**config.mk**
```make
export PLATFORM = sky130hd
export DESIGN_NAME = irq_grp_arbiter
export DESIGN_NICKNAME = d
export VERILOG_FILES = /design/src/rtl/irq_arb_pkg.sv /design/src/rtl/irq_line_regs.sv /design/src/rtl/irq_prio_tree.sv /design/src/rtl/irq_preempt_check.sv /design/src/rtl/irq_grp_arbiter.sv
export SDC_FILE = /design/constraint.sdc
export NUM_CORES = 1
export LEC_CHECK = 0
export ABC_AREA = 1
export BUFFER_PORTS_ARGS = -buffer_cell sky130_fd_sc_hd__buf_4
export CAP_MARGIN = 25
export CORE_AREA = 2 2 104 106
export CTS_CLUSTER_SIZE = 16
export DETAILED_ROUTE_END_ITERATION = 6
export DIE_AREA = 0 0 106 108
export MAX_ROUTING_LAYER = met4
export PLACE_DENSITY = 0.65
export SYNTH_ARGS = -nofsm -noshare
export SYNTH_HDL_FRONTEND = slang
export SYNTH_SLANG_ARGS = --single-unit
```
**constraint.sdc**
```tcl
create_clock -name clk -period 5.5 [get_ports clk]
set_clock_uncertainty 0.2 [all_clocks]
set_input_delay 1.1 -clock clk [delete_from_list [all_inputs] [get_ports clk]]
set_output_delay 1.1 -clock clk [all_outputs]
set_load 0.01 [all_outputs]
```
**src/rtl/irq_arb_pkg.sv**
```systemverilog
package irq_arb_pkg;

   typedef enum logic [2:0] {
      OP_PRIO     = 3'd0,
      OP_EN_SET   = 3'd1,
      OP_EN_CLR   = 3'd2,
      OP_PEND_SET = 3'd3,
      OP_PEND_CLR = 3'd4,
      OP_ACT_SET  = 3'd5,
      OP_ACT_CLR  = 3'd6,
      OP_GROUP    = 3'd7
   } irq_op_e;

   localparam int GRP_W = 3;

   // grouping value to number of pre-emption bits, saturating at the priority width
   function automatic int unsigned pre_bits(input logic [GRP_W-1:0] grp, input int unsigned max_bits);
      int unsigned g;
      g = int'(grp);
      return (g > max_bits) ? max_bits : g;
   endfunction

endpackage

```
**src/rtl/irq_line_regs.sv**
```systemverilog
module irq_line_regs
   import irq_arb_pkg::*;
#(
   parameter int NUM_LINES = 8,
   parameter int PRIO_W    = 4,
   parameter int ID_W      = 3
) (
   input  logic                    clk,
   input  logic                    rst_n,
   input  logic                    wr_en,
   input  logic [2:0]              wr_op,
   input  logic [ID_W-1:0]         wr_line,
   input  logic [PRIO_W-1:0]       wr_data,
   input  logic [ID_W-1:0]         rd_line,
   output logic [PRIO_W-1:0]       rd_prio,
   output logic                    rd_enable,
   output logic                    rd_pending,
   output logic                    rd_active,
   output logic [GRP_W-1:0]        grp_q,
   output logic [NUM_LINES-1:0]    en_vec,
   output logic [NUM_LINES-1:0]    pend_vec,
   output logic [NUM_LINES*PRIO_W-1:0] prio_flat
);

   irq_op_e op;
   assign op = irq_op_e'(wr_op);

   logic [PRIO_W-1:0] prio_arr [NUM_LINES];
   logic [NUM_LINES-1:0] act_vec;

   for (genvar i = 0; i < NUM_LINES; i++) begin : g_line
      logic [PRIO_W-1:0] prio_r;
      logic en_r, pend_r, act_r;
      logic hit;
      assign hit = wr_en && (wr_line == ID_W'(i));

      always_ff @(posedge clk) begin
         if (!rst_n) begin
            prio_r <= '0;
            en_r   <= 1'b0;
            pend_r <= 1'b0;
            act_r  <= 1'b0;
         end else if (hit) begin
            case (op)
               OP_PRIO:     prio_r <= wr_data;
               OP_EN_SET:   en_r   <= 1'b1;
               OP_EN_CLR:   en_r   <= 1'b0;
               OP_PEND_SET: pend_r <= 1'b1;
               OP_PEND_CLR: pend_r <= 1'b0;
               OP_ACT_SET:  act_r  <= 1'b1;
               OP_ACT_CLR:  act_r  <= 1'b0;
               default: ;
            endcase
         end
      end

      assign prio_arr[i]                 = prio_r;
      assign prio_flat[i*PRIO_W +: PRIO_W] = prio_r;
      assign en_vec[i]                   = en_r;
      assign pend_vec[i]                 = pend_r;
      assign act_vec[i]                  = act_r;
   end

   always_ff @(posedge clk) begin
      if (!rst_n)
         grp_q <= '0;
      else if (wr_en && op == OP_GROUP)
         grp_q <= wr_data[GRP_W-1:0];
   end

   always_comb begin
      rd_prio    = '0;
      rd_enable  = 1'b0;
      rd_pending = 1'b0;
      rd_active  = 1'b0;
      for (int i = 0; i < NUM_LINES; i++) begin
         if (rd_line == ID_W'(i)) begin
            rd_prio    = prio_arr[i];
            rd_enable  = en_vec[i];
            rd_pending = pend_vec[i];
            rd_active  = act_vec[i];
         end
      end
   end

   // a pending clear leaves the addressed line not pending
   a_r2_pend_clear: assert property (@(posedge clk) disable iff (!rst_n)
      (wr_en && wr_op == 3'd4) |=> !pend_vec[$past(wr_line)]);

   // an enable set leaves the addressed line enabled
   a_r2_en_set: assert property (@(posedge clk) disable iff (!rst_n)
      (wr_en && wr_op == 3'd1) |=> en_vec[$past(wr_line)]);

endmodule

```
**src/rtl/irq_prio_tree.sv**
```systemverilog
module irq_prio_tree #(
   parameter int NUM_LINES = 8,
   parameter int PRIO_W    = 4,
   parameter int ID_W      = 3
) (
   input  logic [NUM_LINES-1:0]        elig,
   input  logic [NUM_LINES*PRIO_W-1:0] prio_flat,
   output logic                        root_v,
   output logic [PRIO_W-1:0]           root_p,
   output logic [ID_W-1:0]             root_i
);

   localparam int LEAVES = 1 << ID_W;

   for (genvar L = 0; L <= ID_W; L++) begin : g_lvl
      localparam int W = LEAVES >> L;
      logic [W-1:0]      v;
      logic [PRIO_W-1:0] p  [W];
      logic [ID_W-1:0]   id [W];

      if (L == 0) begin : g_leaf
         for (genvar k = 0; k < W; k++) begin : g_k
            if (k < NUM_LINES) begin : g_real
               assign v[k]  = elig[k];
               assign p[k]  = prio_flat[k*PRIO_W +: PRIO_W];
               assign id[k] = ID_W'(k);
            end else begin : g_pad
               assign v[k]  = 1'b0;
               assign p[k]  = '1;
               assign id[k] = '0;
            end
         end
      end else begin : g_merge
         for (genvar k = 0; k < W; k++) begin : g_k
            logic take_left;
            // left child holds lower line numbers, so it wins equal priorities
            assign take_left = g_lvl[L-1].v[2*k] &&
                               (!g_lvl[L-1].v[2*k+1] ||
                                (g_lvl[L-1].p[2*k] <= g_lvl[L-1].p[2*k+1]));
            assign v[k]  = g_lvl[L-1].v[2*k] | g_lvl[L-1].v[2*k+1];
            assign p[k]  = take_left ? g_lvl[L-1].p[2*k]  : g_lvl[L-1].p[2*k+1];
            assign id[k] = take_left ? g_lvl[L-1].id[2*k] : g_lvl[L-1].id[2*k+1];
         end
      end
   end

   assign root_v = g_lvl[ID_W].v[0];
   assign root_p = g_lvl[ID_W].p[0];
   assign root_i = root_v ? g_lvl[ID_W].id[0] : '0;

   // the root agrees with a flat scan of the eligible lines
   always_comb begin
      a_r3_root_valid: assert (root_v == (|elig));
      for (int i = 0; i < NUM_LINES; i++) begin
         if (elig[i]) begin
            a_r4_no_better_line: assert (root_p < prio_flat[i*PRIO_W +: PRIO_W] ||
               (root_p == prio_flat[i*PRIO_W +: PRIO_W] && int'(root_i) <= i));
         end
      end
   end

endmodule

```
**src/rtl/irq_preempt_check.sv**
```systemverilog
module irq_preempt_check
   import irq_arb_pkg::*;
#(
   parameter int PRIO_W = 4
) (
   input  logic [GRP_W-1:0]  grp,
   input  logic              cand_v,
   input  logic [PRIO_W-1:0] cand_p,
   input  logic              act_valid,
   input  logic [PRIO_W-1:0] act_prio,
   output logic              may_preempt
);

   int unsigned       nbits;
   logic [PRIO_W-1:0] pre_mask;

   always_comb begin
      nbits       = pre_bits(grp, PRIO_W);
      pre_mask    = ~({PRIO_W{1'b1}} >> nbits);
      may_preempt = cand_v &&
                    (!act_valid || ((cand_p & pre_mask) < (act_prio & pre_mask)));
   end

   // with no pre-emption bits a running handler is never pre-empted
   always_comb begin
      if (nbits == 0 && act_valid)
         a_r6_zero_bits: assert (!may_preempt);
   end

endmodule

```
**src/rtl/irq_grp_arbiter.sv**
```systemverilog
module irq_grp_arbiter
   import irq_arb_pkg::*;
#(
   parameter  int NUM_LINES = 8,
   parameter  int PRIO_W    = 4,
   localparam int ID_W      = (NUM_LINES > 1) ? $clog2(NUM_LINES) : 1
) (
   input  logic              clk,
   input  logic              rst_n,
   input  logic              wr_en,
   input  logic [2:0]        wr_op,
   input  logic [ID_W-1:0]   wr_line,
   input  logic [PRIO_W-1:0] wr_data,
   input  logic [ID_W-1:0]   rd_line,
   output logic [PRIO_W-1:0] rd_prio,
   output logic              rd_enable,
   output logic              rd_pending,
   output logic              rd_active,
   output logic [2:0]        rd_group,
   input  logic              act_valid,
   input  logic [PRIO_W-1:0] act_prio,
   output logic              win_valid,
   output logic [ID_W-1:0]   win_id,
   output logic              win_preempt
);

   if (NUM_LINES < 2) begin : g_chk_lines
      $error("irq_grp_arbiter: NUM_LINES must be at least 2");
   end
   if (PRIO_W < GRP_W || PRIO_W > 7) begin : g_chk_prio
      $error("irq_grp_arbiter: PRIO_W must lie in 3..7");
   end

   logic [GRP_W-1:0]            grp_q;
   logic [NUM_LINES-1:0]        en_vec, pend_vec;
   logic [NUM_LINES*PRIO_W-1:0] prio_flat;
   logic                        root_v;
   logic [PRIO_W-1:0]           root_p;
   logic [ID_W-1:0]             root_i;
   logic                        may_pre;

   irq_line_regs #(.NUM_LINES(NUM_LINES), .PRIO_W(PRIO_W), .ID_W(ID_W)) u_regs (
      .clk(clk), .rst_n(rst_n),
      .wr_en(wr_en), .wr_op(wr_op), .wr_line(wr_line), .wr_data(wr_data),
      .rd_line(rd_line), .rd_prio(rd_prio), .rd_enable(rd_enable),
      .rd_pending(rd_pending), .rd_active(rd_active),
      .grp_q(grp_q), .en_vec(en_vec), .pend_vec(pend_vec), .prio_flat(prio_flat)
   );

   irq_prio_tree #(.NUM_LINES(NUM_LINES), .PRIO_W(PRIO_W), .ID_W(ID_W)) u_tree (
      .elig(en_vec & pend_vec), .prio_flat(prio_flat),
      .root_v(root_v), .root_p(root_p), .root_i(root_i)
   );

   irq_preempt_check #(.PRIO_W(PRIO_W)) u_pre (
      .grp(grp_q), .cand_v(root_v), .cand_p(root_p),
      .act_valid(act_valid), .act_prio(act_prio), .may_preempt(may_pre)
   );

   assign rd_group = grp_q;

   always_ff @(posedge clk) begin
      if (!rst_n) begin
         win_valid   <= 1'b0;
         win_id      <= '0;
         win_preempt <= 1'b0;
      end else begin
         win_valid   <= root_v;
         win_id      <= root_i;
         win_preempt <= may_pre;
      end
   end

   // the pre-emption flag is only raised together with a valid winner
   a_r5_preempt_needs_valid: assert property (@(posedge clk) disable iff (!rst_n)
      win_preempt |-> win_valid);

   // grouping 0 with a running handler gives no pre-emption one edge later
   a_r6_group0_quiet: assert property (@(posedge clk) disable iff (!rst_n)
      (grp_q == 3'd0 && act_valid) |=> !win_preempt);

   // the offered line was enabled and pending in the cycle it was chosen
   a_r3_winner_eligible: assert property (@(posedge clk) disable iff (!rst_n)
      $rose(win_valid) |-> $past(|(en_vec & pend_vec)));

endmodule

```
# After elaboration in Yosys (flattened, before gate mapping)
# Cells that the tools add are included.
# Widths: inputs -> output; s select.
classes:
  n_lt_le_gt_ge: 9
  n_eq_ne: 21
  shift: 1
  n_mux: 50
  bitwise: 11
  n_reduce_logical: 72
ops:
  columns: ["op", "count"]
  rows:
  - ["$reduce_and 2->1", 33]
  - ["$mux 4", 15]
  - ["$eq 3x3->1 const B", 12]
  - ["$shr 4x32->4 const A", 1]
  - ["$le 4x4->1", 7]
  - ["$mux 1", 28]
  - ["$eq 3x2->1 const B", 6]
  - ["$logic_and 1x1->1", 17]
  - ["$mux 3", 4]
  - ["$eq 3x1->1 const B", 3]
  - ["$logic_not 3->1", 3]
  - ["$and 4x4->4", 2]
  - ["$and 8x8->8", 1]
  - ["$logic_not 1->1", 8]
  - ["$logic_or 1x1->1", 8]
  - ["$or 1x1->1", 7]
  - ["$pmux 1 s2", 3]
  - ["$reduce_bool 2->1", 3]
  - ["$lt 4x4->1", 1]
  - ["$not 4->4", 1]
  - ["$gt 3x3->1 const B", 1]
totals:
  ff_bits: 64
  input_bits: 21
  out_inout_bits: 15
  elab_cells: 200

# Logic depth before layout (Yosys ltp)
logic_depth:
  depth_word: 17
  ltp_mapped: 37

# By module
# Synthesis repeated with hierarchy kept, for this count alone.
unflattened:
  hier_cells: 723
  hier_area_um2: 4649.5
by_module_without_submodules:
  columns: ["mod", "instances", "cells_per_inst", "area_each_um2", "seq_area_each_um2"]
  rows:
  - ["irq_line_regs", 1, 417, 2897.8, 1181.1]
  - ["irq_prio_tree", 1, 247, 1408.9, 0.0]
  - ["irq_grp_arbiter", 1, 31, 197.7, 100.1]
  - ["irq_preempt_check", 1, 28, 145.1, 0.0]

# Least setup slack after synthesis
# Ideal clock, no wire load.
synth_timing:
  kind: "register to register"
  startpoint: "register u_regs.g_line[5].prio_r[3]"
  endpoint: "register win_preempt"
  setup_ns: 0.066
  arrival_time_ns: 3.768
  required_ns: 5.234
  path_slack_ns: 1.466
  path_stages_with_launch: 34
  path_buffers: 0
  synth_period_minus_slack_ns: 4.034
  cell_sequence: "dfxtp_1 > inv_1 > ha_1 > nand2_1 > nor2_1 > nor2_1 > nand2_1 > nand2_1 > inv_2 > nand2_1 > o21ai_0 > ha_1 > inv_1 > o21bai_1 > nand2_1 > nand2_1 > nand2_1 > nand2_1 > inv_2 > o21ai_0 > inv_1 > ha_1 > a21oi_1 > o21ai_0 > a21oi_4 > inv_4 > o21ai_0 > a21oi_1 > ha_1 > nand2_1 > nand2_1 > nand2_1 > nand2_1 > a21oi_2"
synth_between:
  elab_chain_cells: 16
synth_lines:
  columns: ["element", "line_no", "source"]
  rows:
  - ["start, declared", "irq_line_regs.sv:32", "logic [PRIO_W-1:0] prio_r;"]
  - ["start signal, assigned", "irq_line_regs.sv:45", "OP_PRIO: prio_r <= wr_data;"]
  - ["$le 4x4->1", "irq_prio_tree.sv:39", "(g_lvl[L-1].p[2*k] <= g_lvl[L-1].p[2*k+1]));"]
  - ["$logic_or 1x1->1", "irq_prio_tree.sv:38", "(!g_lvl[L-1].v[2*k+1] ||"]
  - ["$logic_and 1x1->1", "irq_prio_tree.sv:37", "assign take_left = g_lvl[L-1].v[2*k] &&"]
  - ["$mux 4 (*)", "irq_prio_tree.sv:41", "assign p[k] = take_left ? g_lvl[L-1].p[2*k] : g_lvl[L-1].p[2*k+1];"]
  - ["$le 4x4->1", "irq_prio_tree.sv:39", null]
  - ["$logic_or 1x1->1", "irq_prio_tree.sv:38", null]
  - ["$logic_and 1x1->1", "irq_prio_tree.sv:37", null]
  - ["$mux 4 (*)", "irq_prio_tree.sv:41", null]
  - ["$le 4x4->1", "irq_prio_tree.sv:39", null]
  - ["$logic_or 1x1->1", "irq_prio_tree.sv:38", null]
  - ["$logic_and 1x1->1", "irq_prio_tree.sv:37", null]
  - ["$mux 4 (*)", "irq_prio_tree.sv:41", null]
  - ["$and 4x4->4 (*)", "irq_preempt_check.sv:21", "(!act_valid || ((cand_p & pre_mask) < (act_prio & pre_mask)));"]
  - ["$lt 4x4->1 (*)", "irq_preempt_check.sv:21", null]
  - ["$logic_or 1x1->1 (*)", "irq_preempt_check.sv:21", null]
  - ["$logic_and 1x1->1 (*)", "irq_preempt_check.sv:20", "may_preempt = cand_v &&"]
  - ["end signal, assigned", "irq_grp_arbiter.sv:70", "win_preempt <= may_pre;"]
  - ["end, declared", "irq_grp_arbiter.sv:24", "output logic win_preempt"]
# Every way passes the cells marked *; elsewhere a longest branch is shown, timed or not.
# A chain may end at the register's enable or synchronous reset.

# Final worst setup path
layout_timing:
  startpoint: "register u_regs.g_line[3].prio_r[3]"
  endpoint: "register win_preempt"
layout_between:
  elab_chain_cells: 16
layout_lines:
  columns: ["element", "line_no"]
  rows:
  - ["start, declared", "irq_line_regs.sv:32"]
  - ["start signal, assigned", "irq_line_regs.sv:45"]
  - ["$le 4x4->1", "irq_prio_tree.sv:39"]
  - ["$logic_or 1x1->1", "irq_prio_tree.sv:38"]
  - ["$logic_and 1x1->1", "irq_prio_tree.sv:37"]
  - ["$mux 4 (*)", "irq_prio_tree.sv:41"]
  - ["$le 4x4->1", "irq_prio_tree.sv:39"]
  - ["$logic_or 1x1->1", "irq_prio_tree.sv:38"]
  - ["$logic_and 1x1->1", "irq_prio_tree.sv:37"]
  - ["$mux 4 (*)", "irq_prio_tree.sv:41"]
  - ["$le 4x4->1", "irq_prio_tree.sv:39"]
  - ["$logic_or 1x1->1", "irq_prio_tree.sv:38"]
  - ["$logic_and 1x1->1", "irq_prio_tree.sv:37"]
  - ["$mux 4 (*)", "irq_prio_tree.sv:41"]
  - ["$and 4x4->4 (*)", "irq_preempt_check.sv:21"]
  - ["$lt 4x4->1 (*)", "irq_preempt_check.sv:21"]
  - ["$logic_or 1x1->1 (*)", "irq_preempt_check.sv:21"]
  - ["$logic_and 1x1->1 (*)", "irq_preempt_check.sv:20"]
# Marked as above.

==> results.sh <==
export IMPL_run_status="completed"
export IMPL_grt_ovfl_total=0
export IMPL_fin_area_mm2=0.00464
export IMPL_grt_usage_pct=21.1
export IMPL_grt_antenna_before_repair=0
export IMPL_cp_num_buf_inv=2
export IMPL_cp_slowest_cell="dfxtp_1"
export IMPL_htreeDepth=3
export IMPL_path_max_fanout=8
export IMPL_start_util_pct=39.4
export IMPL_critPathLaunchType="flop"
export IMPL_num_rows=37
export IMPL_ys_seq_area_share_pct=31.8
export IMPL_max_freq_mhz=211
export IMPL_synth_cell_types=35
export IMPL_ctsHoldBuffers=0
export IMPL_worst_slew_pin_slew_ns=0.978
export IMPL_io_buffers=35
export IMPL_vdd_ir_drop_max_uv=122
export IMPL_crit_top_cell="nand2_1"
export IMPL_slew_headroom_pct=34.3
export IMPL_core_area_mm2=0.0102
export IMPL_area_growth_pct=15.1
export IMPL_period_needed_ns=4.73
export IMPL_min_period_over_period_pct=86.1
export IMPL_cts_buffers=9
export IMPL_root_buffer="clkbuf_8"
export IMPL_drt_drc_violations_left=0
export IMPL_dpl_instance_area_mm2=0.00443
export IMPL_synthCells=609
export IMPL_yosys_register_bits=64
export IMPL_vias_per_cell=5.25
export IMPL_synthTopCellsByArea="dfxtp_1 32%, nand2_1 12%, ha_1 9.6%, o21ai_0 8.6%, inv_1 8.0%"
export IMPL_rsz0062_at_grt="false"
export IMPL_slew_violations=0
export IMPL_grt_pass1_wl_mm=18.6
export IMPL_gp_congestion=0.903
export IMPL_critPathTopFamily="compound AO/OA/AOI/OAI gates"
export IMPL_cellPowerDensity_mw_per_mm2=212
export IMPL_endpoint_kind="flop"
export IMPL_clkLatencyLatePin_ns=0.35
export IMPL_cts_tree="done"
export IMPL_arrival_ns=4.82
export IMPL_wirelength_mm=11.2
export IMPL_maxCapViolations=0
export IMPL_place_hpwl_mm=8.83
export IMPL_antenna_cells=0
export IMPL_cpPeakStageDelay_ns=0.34
export IMPL_clk_pin_slew_ns=0.08
export IMPL_grt_max_degree=45
export IMPL_setup_viol=0
export IMPL_avgSynthCellArea_um2=6.62
export IMPL_placed_cells=772
export IMPL_drt_iter0_markers=193
export IMPL_ant_nets=0
export IMPL_fill_cells=1024
export IMPL_die_x_um=106
export IMPL_die_h_um=108
export IMPL_yosysTopAreaCell="dfxtp_1"
export IMPL_clockBufferDepth=2
export IMPL_fin_cells=788
export IMPL_clock_sinks=64
export IMPL_ios=36
export IMPL_setup_tns_final_ns=0
export IMPL_cts_setup_buffers=0
export IMPL_hold_class="reg -> reg"
export IMPL_grt_pass1_vias=3925
export IMPL_finalPower_mw=0.982
export IMPL_hold_viol_final=0
export IMPL_die_area_mm2=0.0114
export IMPL_path_class="reg -> reg"
export IMPL_fin_nets=699
export IMPL_ctsResizeCount=0
export IMPL_first_pass_iters=5
export IMPL_p_leak_nw=2.02
export IMPL_drive_above_1_share_pct=10.9
export IMPL_yosysWarnings=0
export IMPL_crit_required_ns=5.58
export IMPL_vias=4139
export IMPL_wire_per_inst_um=14.3
export IMPL_synth_top_area_share_pct=31.8
export IMPL_syn_area_mm2=0.00403
export IMPL_syn_nets=661
## stage by stage
| stage | utilization [%] | worst slack (ns) | hold slack [ns] |
|---|---|---|---|
| 2_1_floorplan | - | 1.47 | 0.242 |
| 3_3_place_gp | 43.3 | 1.05 | 0.261 |
| 3_5_place_dp | 43.3 | 0.866 | 0.268 |
| 4_1_cts | 45.3 | 0.851 | 0.293 |
| 5_1_grt | 45.3 | 0.294 | 0.327 |
| 6_report | 45.3 | 0.767 | 0.290 |
## sequential cells by signal (all words and copies together) (netlist names)
register and cells:
u_regs.g_line.prio_r 32, u_regs.g_line.act_r 8, u_regs.g_line.en_r 8, u_regs.g_line.pend_r 8
u_regs.grp_q 3, win_id 3, win_preempt 1, win_valid 1
## cell type report
| cell class | count | area [µm²] | area share, % |
|---|---|---|---|
| Clock inverter | 6 | 67.6 | 1.46 |
| Tap cell | 136 | 170 | 3.67 |
| Multi-Input combinational cell | 446 | 2370 | 51.2 |
| Timing Repair Buffer | 35 | 263 | 5.66 |
| Sequential cell | 64 | 1280 | 27.6 |
| Inverter | 91 | 344 | 7.42 |
| Clock buffer | 10 | 138 | 2.97 |
## cells by family after synthesis
logic type	after synthesis	share of synthesized area, %
fa+ha+maj	31	9.62
compound gates	175	24.6
flops	64	31.8
buf+inv	99	9.28
simple gates	240	24.7
## report_power, final
group	switching, mW	internal (mW)	total [mW]
Combinational	0.0580	0.0285	0.0865
Clock	0.201	0.223	0.424
Sequential	0.00371	0.468	0.471
## synthesized netlist by cell type
cell and number:
nor3_1 6, nand3_2 5, a31oi_1 6, buf_1 1, nand2_2 6, a21oi_2 1, a41oi_1 1, inv_4 1
a221oi_1 3, ha_1 31, a21boi_4 1, o2111ai_1 4, inv_1 86, nor2_2 1, nor2_1 79, and2_1 2
nor2_4 1, a21oi_1 61, clkinv_1 2, o21ai_0 69, o21bai_1 3, or2_2 1, o221ai_1 3, nand3_1 12
clkbuf_1 7, a21oi_4 1, nand4_1 3, inv_2 2, o21a_1 2, a221o_1 1, dfxtp_1 64, o21ai_1 10
nand2_1 124, o22ai_1 1, a211oi_1 8
## worst paths after layout
check | slack [ns] | depth (start not counted) | to | startpoint
hold reg to reg | 0.29 | 2 | u_regs.g_line[4].act_r | u_regs.g_line[4].act_r
setup reg to reg | 0.77 | 28 | win_preempt | u_regs.g_line[3].prio_r[3]
setup / recovery | 0.77 | 28 | win_preempt | u_regs.g_line[3].prio_r[3]
hold / removal | 0.29 | 2 | u_regs.g_line[4].act_r | u_regs.g_line[4].act_r
## cells in the final DEF (no fill, tap or decap), types with 2 or more instances in the layout
cell type,instances
nand3_2,5
buf_4,35
clkbuf_8,10
a21oi_1,61
and2_1,2
inv_2,2
o21bai_1,3
dfxtp_1,64
nand2_1,124
o21a_1,2
clkinv_1,2
o21ai_0,69
nor2_1,79
a31oi_1,6
ha_1,31
o21ai_1,10
o221ai_1,3
clkinvlp_4,2
o2111ai_1,4
inv_1,86
a211oi_1,8
nand4_1,3
a221oi_1,3
nand2_2,6
nor3_1,6
nand3_1,12
## worst min-delay path: stages, from the launching register on
cell and delay [ns]:
dfxtp_1 0.34, o21ai_0 0.08, inv_1 0.05
## routing by layer
metal / global-route usage, % / up-vias / part of all wire [%]
li1: - / 2099 / -
met1: 26.1 / 1906 / 46
met5: - / - / 0
met3: 4.28 / 23 / 5.5
met2: 34.5 / 111 / 47
met4: 7.52 / 0 / 2.2
Note: power is estimated with default switching activity, not from simulation.
